[config.mk]
export PLATFORM = sky130hd
export DESIGN_NAME = alu16
export DESIGN_NICKNAME = d
export VERILOG_FILES = /design/src/rtl/alu16_pkg.sv /design/src/rtl/alu16_adder.sv /design/src/rtl/alu16_bitwise.sv /design/src/rtl/alu16_eq.sv /design/src/rtl/alu16.sv
export SDC_FILE = /design/constraint.sdc
export NUM_CORES = 1
export LEC_CHECK = 0
export BUFFER_PORTS_ARGS = -buffer_cell sky130_fd_sc_hd__buf_2
export CORE_MARGIN = 4
export CORE_UTILIZATION = 59
export DETAILED_ROUTE_END_ITERATION = 12
export PLACE_DENSITY = 0.85
export SLEW_MARGIN = 20
export SYNTH_ARGS = -nofsm -noshare
export SYNTH_HDL_FRONTEND = slang
export SYNTH_HIERARCHICAL = 1
export SYNTH_SLANG_ARGS = --single-unit
[constraint.sdc]
create_clock -name vclk -period 5.7
set_input_delay 0.57 -clock vclk [all_inputs]
set_output_delay 0.57 -clock vclk [all_outputs]
set_load 0.01 [all_outputs]
[src/rtl/alu16_pkg.sv]
package alu16_pkg;
   typedef enum logic [2:0] {
      MD_COPY = 3'b000,
      MD_ADD  = 3'b001,
      MD_SUB  = 3'b010,
      MD_AND  = 3'b011,
      MD_OR   = 3'b100,
      MD_XOR  = 3'b101,
      MD_EQ   = 3'b110,
      MD_RSVD = 3'b111
   } alu_mode_e;

   typedef enum logic [1:0] {
      BW_AND = 2'd0,
      BW_OR  = 2'd1,
      BW_XOR = 2'd2
   } bw_op_e;

   localparam int MODE_W = 3;
endpackage

[src/rtl/alu16_adder.sv]
module alu16_adder #(
   parameter int WIDTH         = 16,
   parameter int GROUP         = 4,
   parameter bit USE_LOOKAHEAD = 1'b1
) (
   input  logic [WIDTH-1:0] x,
   input  logic [WIDTH-1:0] y,
   input  logic             cin,
   output logic [WIDTH-1:0] sum,
   output logic             cout
);
   localparam int NGRP = WIDTH / GROUP;

   if (WIDTH < 2) begin : g_bad_width
      $error("alu16_adder: WIDTH must be at least 2");
   end
   if (USE_LOOKAHEAD && (GROUP < 1 || (WIDTH % GROUP) != 0)) begin : g_bad_group
      $error("alu16_adder: GROUP must divide WIDTH");
   end

   logic [WIDTH-1:0] gen_b;
   logic [WIDTH-1:0] prop_b;
   assign gen_b  = x & y;
   assign prop_b = x ^ y;

   if (USE_LOOKAHEAD) begin : g_lookahead
      always_comb begin
         logic             grp_g;
         logic             grp_p;
         logic             cg;
         logic [WIDTH:0]   c;
         c  = '0;
         cg = cin;
         for (int gi = 0; gi < NGRP; gi++) begin
            grp_g = 1'b0;
            grp_p = 1'b1;
            c[gi*GROUP] = cg;
            for (int k = 0; k < GROUP; k++) begin
               grp_g = gen_b[gi*GROUP+k] | (prop_b[gi*GROUP+k] & grp_g);
               grp_p = grp_p & prop_b[gi*GROUP+k];
               c[gi*GROUP+k+1] = gen_b[gi*GROUP+k] | (prop_b[gi*GROUP+k] & c[gi*GROUP+k]);
            end
            cg = grp_g | (grp_p & cg);
         end
         sum  = prop_b ^ c[WIDTH-1:0];
         cout = cg;
      end
   end else begin : g_ripple
      always_comb begin
         logic [WIDTH:0] c;
         c[0] = cin;
         for (int i = 0; i < WIDTH; i++) begin
            c[i+1] = gen_b[i] | (prop_b[i] & c[i]);
         end
         sum  = prop_b ^ c[WIDTH-1:0];
         cout = c[WIDTH];
      end
   end
endmodule

[src/rtl/alu16_bitwise.sv]
module alu16_bitwise
   import alu16_pkg::*;
#(
   parameter int WIDTH = 16
) (
   input  logic [WIDTH-1:0] x,
   input  logic [WIDTH-1:0] y,
   input  bw_op_e           op,
   output logic [WIDTH-1:0] z
);
   if (WIDTH < 1) begin : g_bad_width
      $error("alu16_bitwise: WIDTH must be positive");
   end

   for (genvar i = 0; i < WIDTH; i++) begin : g_bit
      always_comb begin
         unique case (op)
            BW_AND:  z[i] = x[i] & y[i];
            BW_OR:   z[i] = x[i] | y[i];
            BW_XOR:  z[i] = x[i] ^ y[i];
            default: z[i] = 1'b0;
         endcase
      end
   end
endmodule

[src/rtl/alu16_eq.sv]
module alu16_eq #(
   parameter int WIDTH = 16,
   parameter int CHUNK = 4
) (
   input  logic [WIDTH-1:0] x,
   input  logic [WIDTH-1:0] y,
   output logic             same
);
   localparam int NCHUNK = (WIDTH + CHUNK - 1) / CHUNK;
   localparam int PADW   = NCHUNK * CHUNK;

   if (CHUNK < 1) begin : g_bad_chunk
      $error("alu16_eq: CHUNK must be positive");
   end

   logic [PADW-1:0]   diff;
   logic [NCHUNK-1:0] chunk_hit;
   assign diff = PADW'(x ^ y);

   for (genvar k = 0; k < NCHUNK; k++) begin : g_chunk
      assign chunk_hit[k] = ~|diff[k*CHUNK +: CHUNK];
   end

   assign same = &chunk_hit;
endmodule

[src/rtl/alu16.sv]
module alu16
   import alu16_pkg::*;
#(
   parameter int WIDTH         = 16,
   parameter int GROUP         = 4,
   parameter bit USE_LOOKAHEAD = 1'b1
) (
   input  logic [WIDTH-1:0] op_a,
   input  logic [WIDTH-1:0] op_b,
   input  logic             carry_in,
   input  logic [2:0]       mode,
   output logic [WIDTH-1:0] result,
   output logic             carry_out
);
   if (WIDTH < 2) begin : g_bad_width
      $error("alu16: WIDTH must be at least 2");
   end

   alu_mode_e        md;
   logic             is_sub;
   logic [WIDTH-1:0] add_y;
   logic             add_cin;
   logic [WIDTH-1:0] add_sum;
   logic             add_cout;
   bw_op_e           bw_sel;
   logic [WIDTH-1:0] bw_z;
   logic             eq_hit;

   assign md      = alu_mode_e'(mode);
   assign is_sub  = (md == MD_SUB);
   assign add_y   = is_sub ? ~op_b : op_b;
   assign add_cin = is_sub ? ~carry_in : carry_in;

   alu16_adder #(
      .WIDTH(WIDTH), .GROUP(GROUP), .USE_LOOKAHEAD(USE_LOOKAHEAD)
   ) i_adder (
      .x(op_a), .y(add_y), .cin(add_cin), .sum(add_sum), .cout(add_cout)
   );

   always_comb begin
      unique case (md)
         MD_OR:   bw_sel = BW_OR;
         MD_XOR:  bw_sel = BW_XOR;
         default: bw_sel = BW_AND;
      endcase
   end

   alu16_bitwise #(.WIDTH(WIDTH)) i_bitwise (
      .x(op_a), .y(op_b), .op(bw_sel), .z(bw_z)
   );

   alu16_eq #(.WIDTH(WIDTH), .CHUNK(GROUP)) i_eq (
      .x(op_a), .y(op_b), .same(eq_hit)
   );

   always_comb begin
      result    = '0;
      carry_out = 1'b0;
      unique case (md)
         MD_COPY: result = op_a;
         MD_ADD, MD_SUB: begin
            result    = add_sum;
            carry_out = add_cout;
         end
         MD_AND, MD_OR, MD_XOR: result = bw_z;
         MD_EQ:   result = {{(WIDTH-1){1'b0}}, eq_hit};
         default: result = '0;
      endcase
   end

   // Immediate checks on settled outputs, next to the output mux.
   logic [WIDTH:0] chk_add;
   logic [WIDTH:0] chk_sub;
   assign chk_add = {1'b0, op_a} + {1'b0, op_b} + {{WIDTH{1'b0}}, carry_in};
   assign chk_sub = {1'b0, op_a} - {1'b0, op_b} - {{WIDTH{1'b0}}, carry_in};

   always_comb begin
      if (md == MD_ADD)
         a_r2_add_sum: assert ({carry_out, result} == chk_add)
            else $error("R2 add identity broken");
      if (md == MD_SUB)
         a_r3_sub_borrow: assert (result == chk_sub[WIDTH-1:0] && carry_out == ~chk_sub[WIDTH])
            else $error("R3 subtract identity broken");
      if (md != MD_ADD && md != MD_SUB)
         a_r9_cout_low: assert (carry_out == 1'b0)
            else $error("R9 carry_out high outside arithmetic");
      if (md == MD_EQ)
         a_r7_eq_binary: assert (result[WIDTH-1:1] == '0 && result[0] == (op_a == op_b))
            else $error("R7 equality output malformed");
      if (md == MD_RSVD)
         a_r8_reserved_zero: assert (result == '0)
            else $error("R8 reserved mode nonzero");
      if (md == MD_COPY)
         a_r1_copy: assert (result == op_a)
            else $error("R1 copy mismatch");
   end
endmodule

# Word level (Yosys, flattened, before mapping)
# Index checks and enable logic that the tools add are counted.
# totals
register_bits,0
in_bits,36
output_inout_bits,17
word_cells,164
# op_classes
n_eq_ne,8
muxes,21
bitwise_logic,122
reduce_logical,13
# ops
operator,count
$pmux 16 s4,1
$and 1x1->1,56
$pmux 1 s3,16
$xor 16x16->16,3
$or 1x1->1,44
$and 16x16->16,1
$mux 16,1
$not 16->16,1
$reduce_or 4->1,4
$xor 1x1->1,16
$eq 3x3->1 const B,3
$eq 3x2->1 const B,2
$logic_not 1->1,4
$pmux 2 s2,1
$reduce_and 4->1,1
$eq 3x1->1 const B,1
$logic_not 3->1,1
$reduce_or 3->1,1
$eq 2x1->1 const B,1
$eq 2x2->1 const B,1
$logic_not 2->1,1
$mux 1,2
$reduce_or 2->1,1
$not 1->1,1

# Logic depth before layout (Yosys ltp)
# depth
ltp_word,22
ltp_mapped,16

# Cells and area by module
# The synthesis kept the hierarchy.
# by_module_without_submodules
mod,n_inst,cells_each,area_each_um2,seq_area_each_um2
alu16_bitwise,1,103,920.9,0.0
alu16,1,103,827.0,0.0
alu16_adder,1,62,655.6,0.0
alu16_eq,1,21,177.7,0.0

# Worst setup path after synthesis
# Ideal clock, no wire load.
# synth_path
path_type,in2out
from,input mode[1]
to,output result[15]
t_arrival_ns,3.979
required_time_ns,5.130
slack_ns,1.151
path_stages,16
path_cell_list,buf_6 -> nor3b_2 -> buf_4 -> buf_6 -> xor2_1 -> ha_1 -> a211oi_1 -> o22ai_1 -> o21ai_2 -> o21bai_1 -> fa_1 -> fa_1 -> fa_1 -> xor2_1 -> mux2i_1 -> o221ai_1
# synth_lines
element,line,rtl
from (decl),alu16.sv:11,"input logic [2:0] mode,"
$eq 3x2->1 (*),alu16.sv:30,assign is_sub = (md == MD_SUB);
$mux 16 (*),alu16.sv:31,assign add_y = is_sub ? ~op_b : op_b;
via add_y[5],alu16.sv:21,logic [WIDTH-1:0] add_y;
$xor 16x16->16,alu16_adder.sv:24,assign prop_b = x ^ y;
$and 1x1->1,alu16_adder.sv:39,grp_g = gen_b[gi*GROUP+k] | (prop_b[gi*GROUP+k] & grp_g);
$or 1x1->1,alu16_adder.sv:39,
$and 1x1->1,alu16_adder.sv:39,
$or 1x1->1,alu16_adder.sv:39,
[6 not listed],--,
$or 1x1->1 (*),alu16_adder.sv:41,c[gi*GROUP+k+1] = gen_b[gi*GROUP+k] | (prop_b[gi*GROUP+k] & c[gi*GROUP+k]);
$and 1x1->1 (*),alu16_adder.sv:41,
$or 1x1->1 (*),alu16_adder.sv:41,
$and 1x1->1 (*),alu16_adder.sv:41,
$or 1x1->1 (*),alu16_adder.sv:41,
$xor 16x16->16 (*),alu16_adder.sv:45,sum = prop_b ^ c[WIDTH-1:0];
via add_sum[15],alu16.sv:23,logic [WIDTH-1:0] add_sum;
$pmux 16 s4 (*),alu16.sv:59,unique case (md)
to (decl),alu16.sv:12,"output logic [WIDTH-1:0] result,"
# The timed path passes the listed nets; every way through them passes the cells marked *.

# Final worst setup path
# layout_path
from,input mode[2]
to,output result[15]
# layout_via
elab_chain_cells,22
# layout_lines
element,line
$eq 3x2->1 (*),alu16.sv:30
$mux 16 (*),alu16.sv:31
via add_y[1],alu16.sv:21
$xor 16x16->16,alu16_adder.sv:24
$and 1x1->1,alu16_adder.sv:39
$or 1x1->1,alu16_adder.sv:39
$and 1x1->1,alu16_adder.sv:39
$or 1x1->1,alu16_adder.sv:39
[8 not listed],--
$or 1x1->1 (*),alu16_adder.sv:41
$and 1x1->1 (*),alu16_adder.sv:41
$or 1x1->1 (*),alu16_adder.sv:41
$and 1x1->1 (*),alu16_adder.sv:41
$or 1x1->1 (*),alu16_adder.sv:41
$xor 16x16->16 (*),alu16_adder.sv:45
via add_sum[15],alu16.sv:23
$pmux 16 s4 (*),alu16.sv:59
# Marked as above.

==> flow_summary.yaml <==
run_status:
  status: "completed"
synthesis:
  yosysWarnings: 6
  netlist_instances: 289
  syn_area_per_cell_um2: 8.932
  synth_nets: 385
  ys_seq_area_share_pct: 0
  yosysUniqueCellTypes: 40
  synthesis.area_um2: 2581
sta:
  fin_crit_sh_pct: 87.11
  worst_pin_slew_ps: 715.9
  fmax_mhz: 201.4
  worst_slack_ps: 735.0
  relSlewSlack_pct: 52.27
  final_hold_viol_count: 0
  finalSetupTns_ps: 0
  fin_crit_ps: 4965
  rsz0062_at_grt: "no"
  final_max_slew_viol_count: 0
  setup_viol: 0
global_routing:
  antenna_found_initial: 0
  grt_pass1_vias: 2248
  grt_overflow: 0
  grt_usage_pct: 22.51
  grt_pass1_wl_mm: 10.19
  grt_max_degree: 37
job:
  drv_cap: 0
finish:
  clockBufferCount: 0
  layout.nets: 428
  final_common_cell: "buf_2"
  nFillCells: 361
  design.seq.count: 0
  areaGrowthSynthToFinish_pct: 8.822
  multi_input_area_um2: 2293
  final_util_pct: 68.26
  drive_gt1_share_pct: 22.73
  final_cell_mix: "53 x buf_2, 48 x ha_1, 46 x mux2i_1"
  regArea_um2: 0
  diodes: 0
setup_path:
  critPathKind: "in2out"
  critPathArrivalTime_ps: 4400
  crit_fanout: 17
  end_kind: "output port"
  cp.required_ps: 5130
  startpoint_type: "primary input"
power_and_ir_drop:
  p_leak_nw: 1.460
  finalPower_uw: 290.0
  p_per_area_nw_per_um2: 103.2
  ir_worst_vdd_v: 0.00005631
routing:
  drc: 0
  vias_per_cell: 5.937
  postRouteAntennaNets: 0
  drtIter0Drc: 67
  num_vias: 2256
  postRouteWirelength_mm: 6.014
  wl_per_cell_um: 15.83
  drtPass1Iterations: 4
floorplanning:
  die-height_um: 74.15
  die_area_um2: 5497
  coreArea_um2: 4115
  initial_utilization_pct: 62.72
  die-width_um: 74.15
  core.rowCount: 23
  ioPinCount: 53
place:
  gp_congestion: 0.9397
  io_buffers: 53
  pre_cts_ws_ps: 740.5
  hpwlAfterDp_mm: 4.813
worst_hold_path:
  hold_path_class: "in2out"
clock_tree:
  cts_resized: 0
  ctsHoldBuffers: 0
  cts_setup_buffers: 0
-- path summary, 6_finish.rpt --
| check | startpoint | depth (start not counted) | endpoint |
|---|---|---|---|
| max | mode[2] | 16 | result[15] |
| min | mode[2] | 3 | carry_out |
-- cell type report --
cell class | count | area share [%]
timing repair buffer | 59 | 11.05
multi-input combinational | 233 | 81.65
inverter | 38 | 5.078
tap | 50 | 2.227
-- logic make-up after synthesis --
kind of cell    Yosys count  share of synthesized area, %
compound gates           52                         16.77
simple gates             35                         7.902
mux                      48                         18.71
xor+xnor                 38                         12.89
fa+ha+maj                60                         32.57
buf+inv                  56                         11.15
-- metal layers --
metal  wire (um)  GRT usage, %  up-vias  share of wire, %
li1            -             -     1105                 -
met1        2716         29.97     1099                45
met2        3016         42.32       50                50
met3         260        0.2703        2               4.3
met4          21         1.610        0              0.35
met5           0             0        -                 0
-- cell usage after synthesis (all sizes together), types with 4 or more instances --
| cell | count | area share, % |
|---|---|---|
| ha | 48 | 23 |
| mux2i | 46 | 18 |
| inv | 38 | 5.5 |
| xor2 | 21 | 7.1 |
| o22ai | 18 | 6.8 |
| xnor2 | 17 | 5.8 |
| buf | 16 | 5.3 |
| nand2 | 16 | 2.3 |
| o221ai | 15 | 5.1 |
| fa | 12 | 9.3 |
| o21ai | 7 | 1.5 |
| nand4 | 5 | 1.2 |
| nand2b | 4 | 1.3 |
-- where the power goes --
part	switching (mW)	leakage, nW	internal (mW)	total [mW]
clock network	0	0	0	0
logic	0.159	1.46	0.131	0.290
registers	0	0	0	0
total	0.159	1.46	0.131	0.290
-- stage by stage --
step                      instances  hold slack (ps)  cell area (um2)
after floorplan                 289             1190             2581
after global routing            380             1482             2809
after global placement          380             1445             2809
after detailed placement        380             1449             2809
after CTS                       380             1451             2809
final                           380             1454             2809
-- critical path, stage by stage --
cell and delay, ps:
buf_2 130, nor3b_2 170, buf_4 300, xor2_1 290
ha_1 310, a211oi_1 310, o22ai_1 150, o21ai_2 200
o21bai_1 120, fa_1 390, fa_1 390, fa_1 390
xor2_1 180, mux2i_1 100, o221ai_1 190, buf_2 180
(Power assumes the default switching activity.)
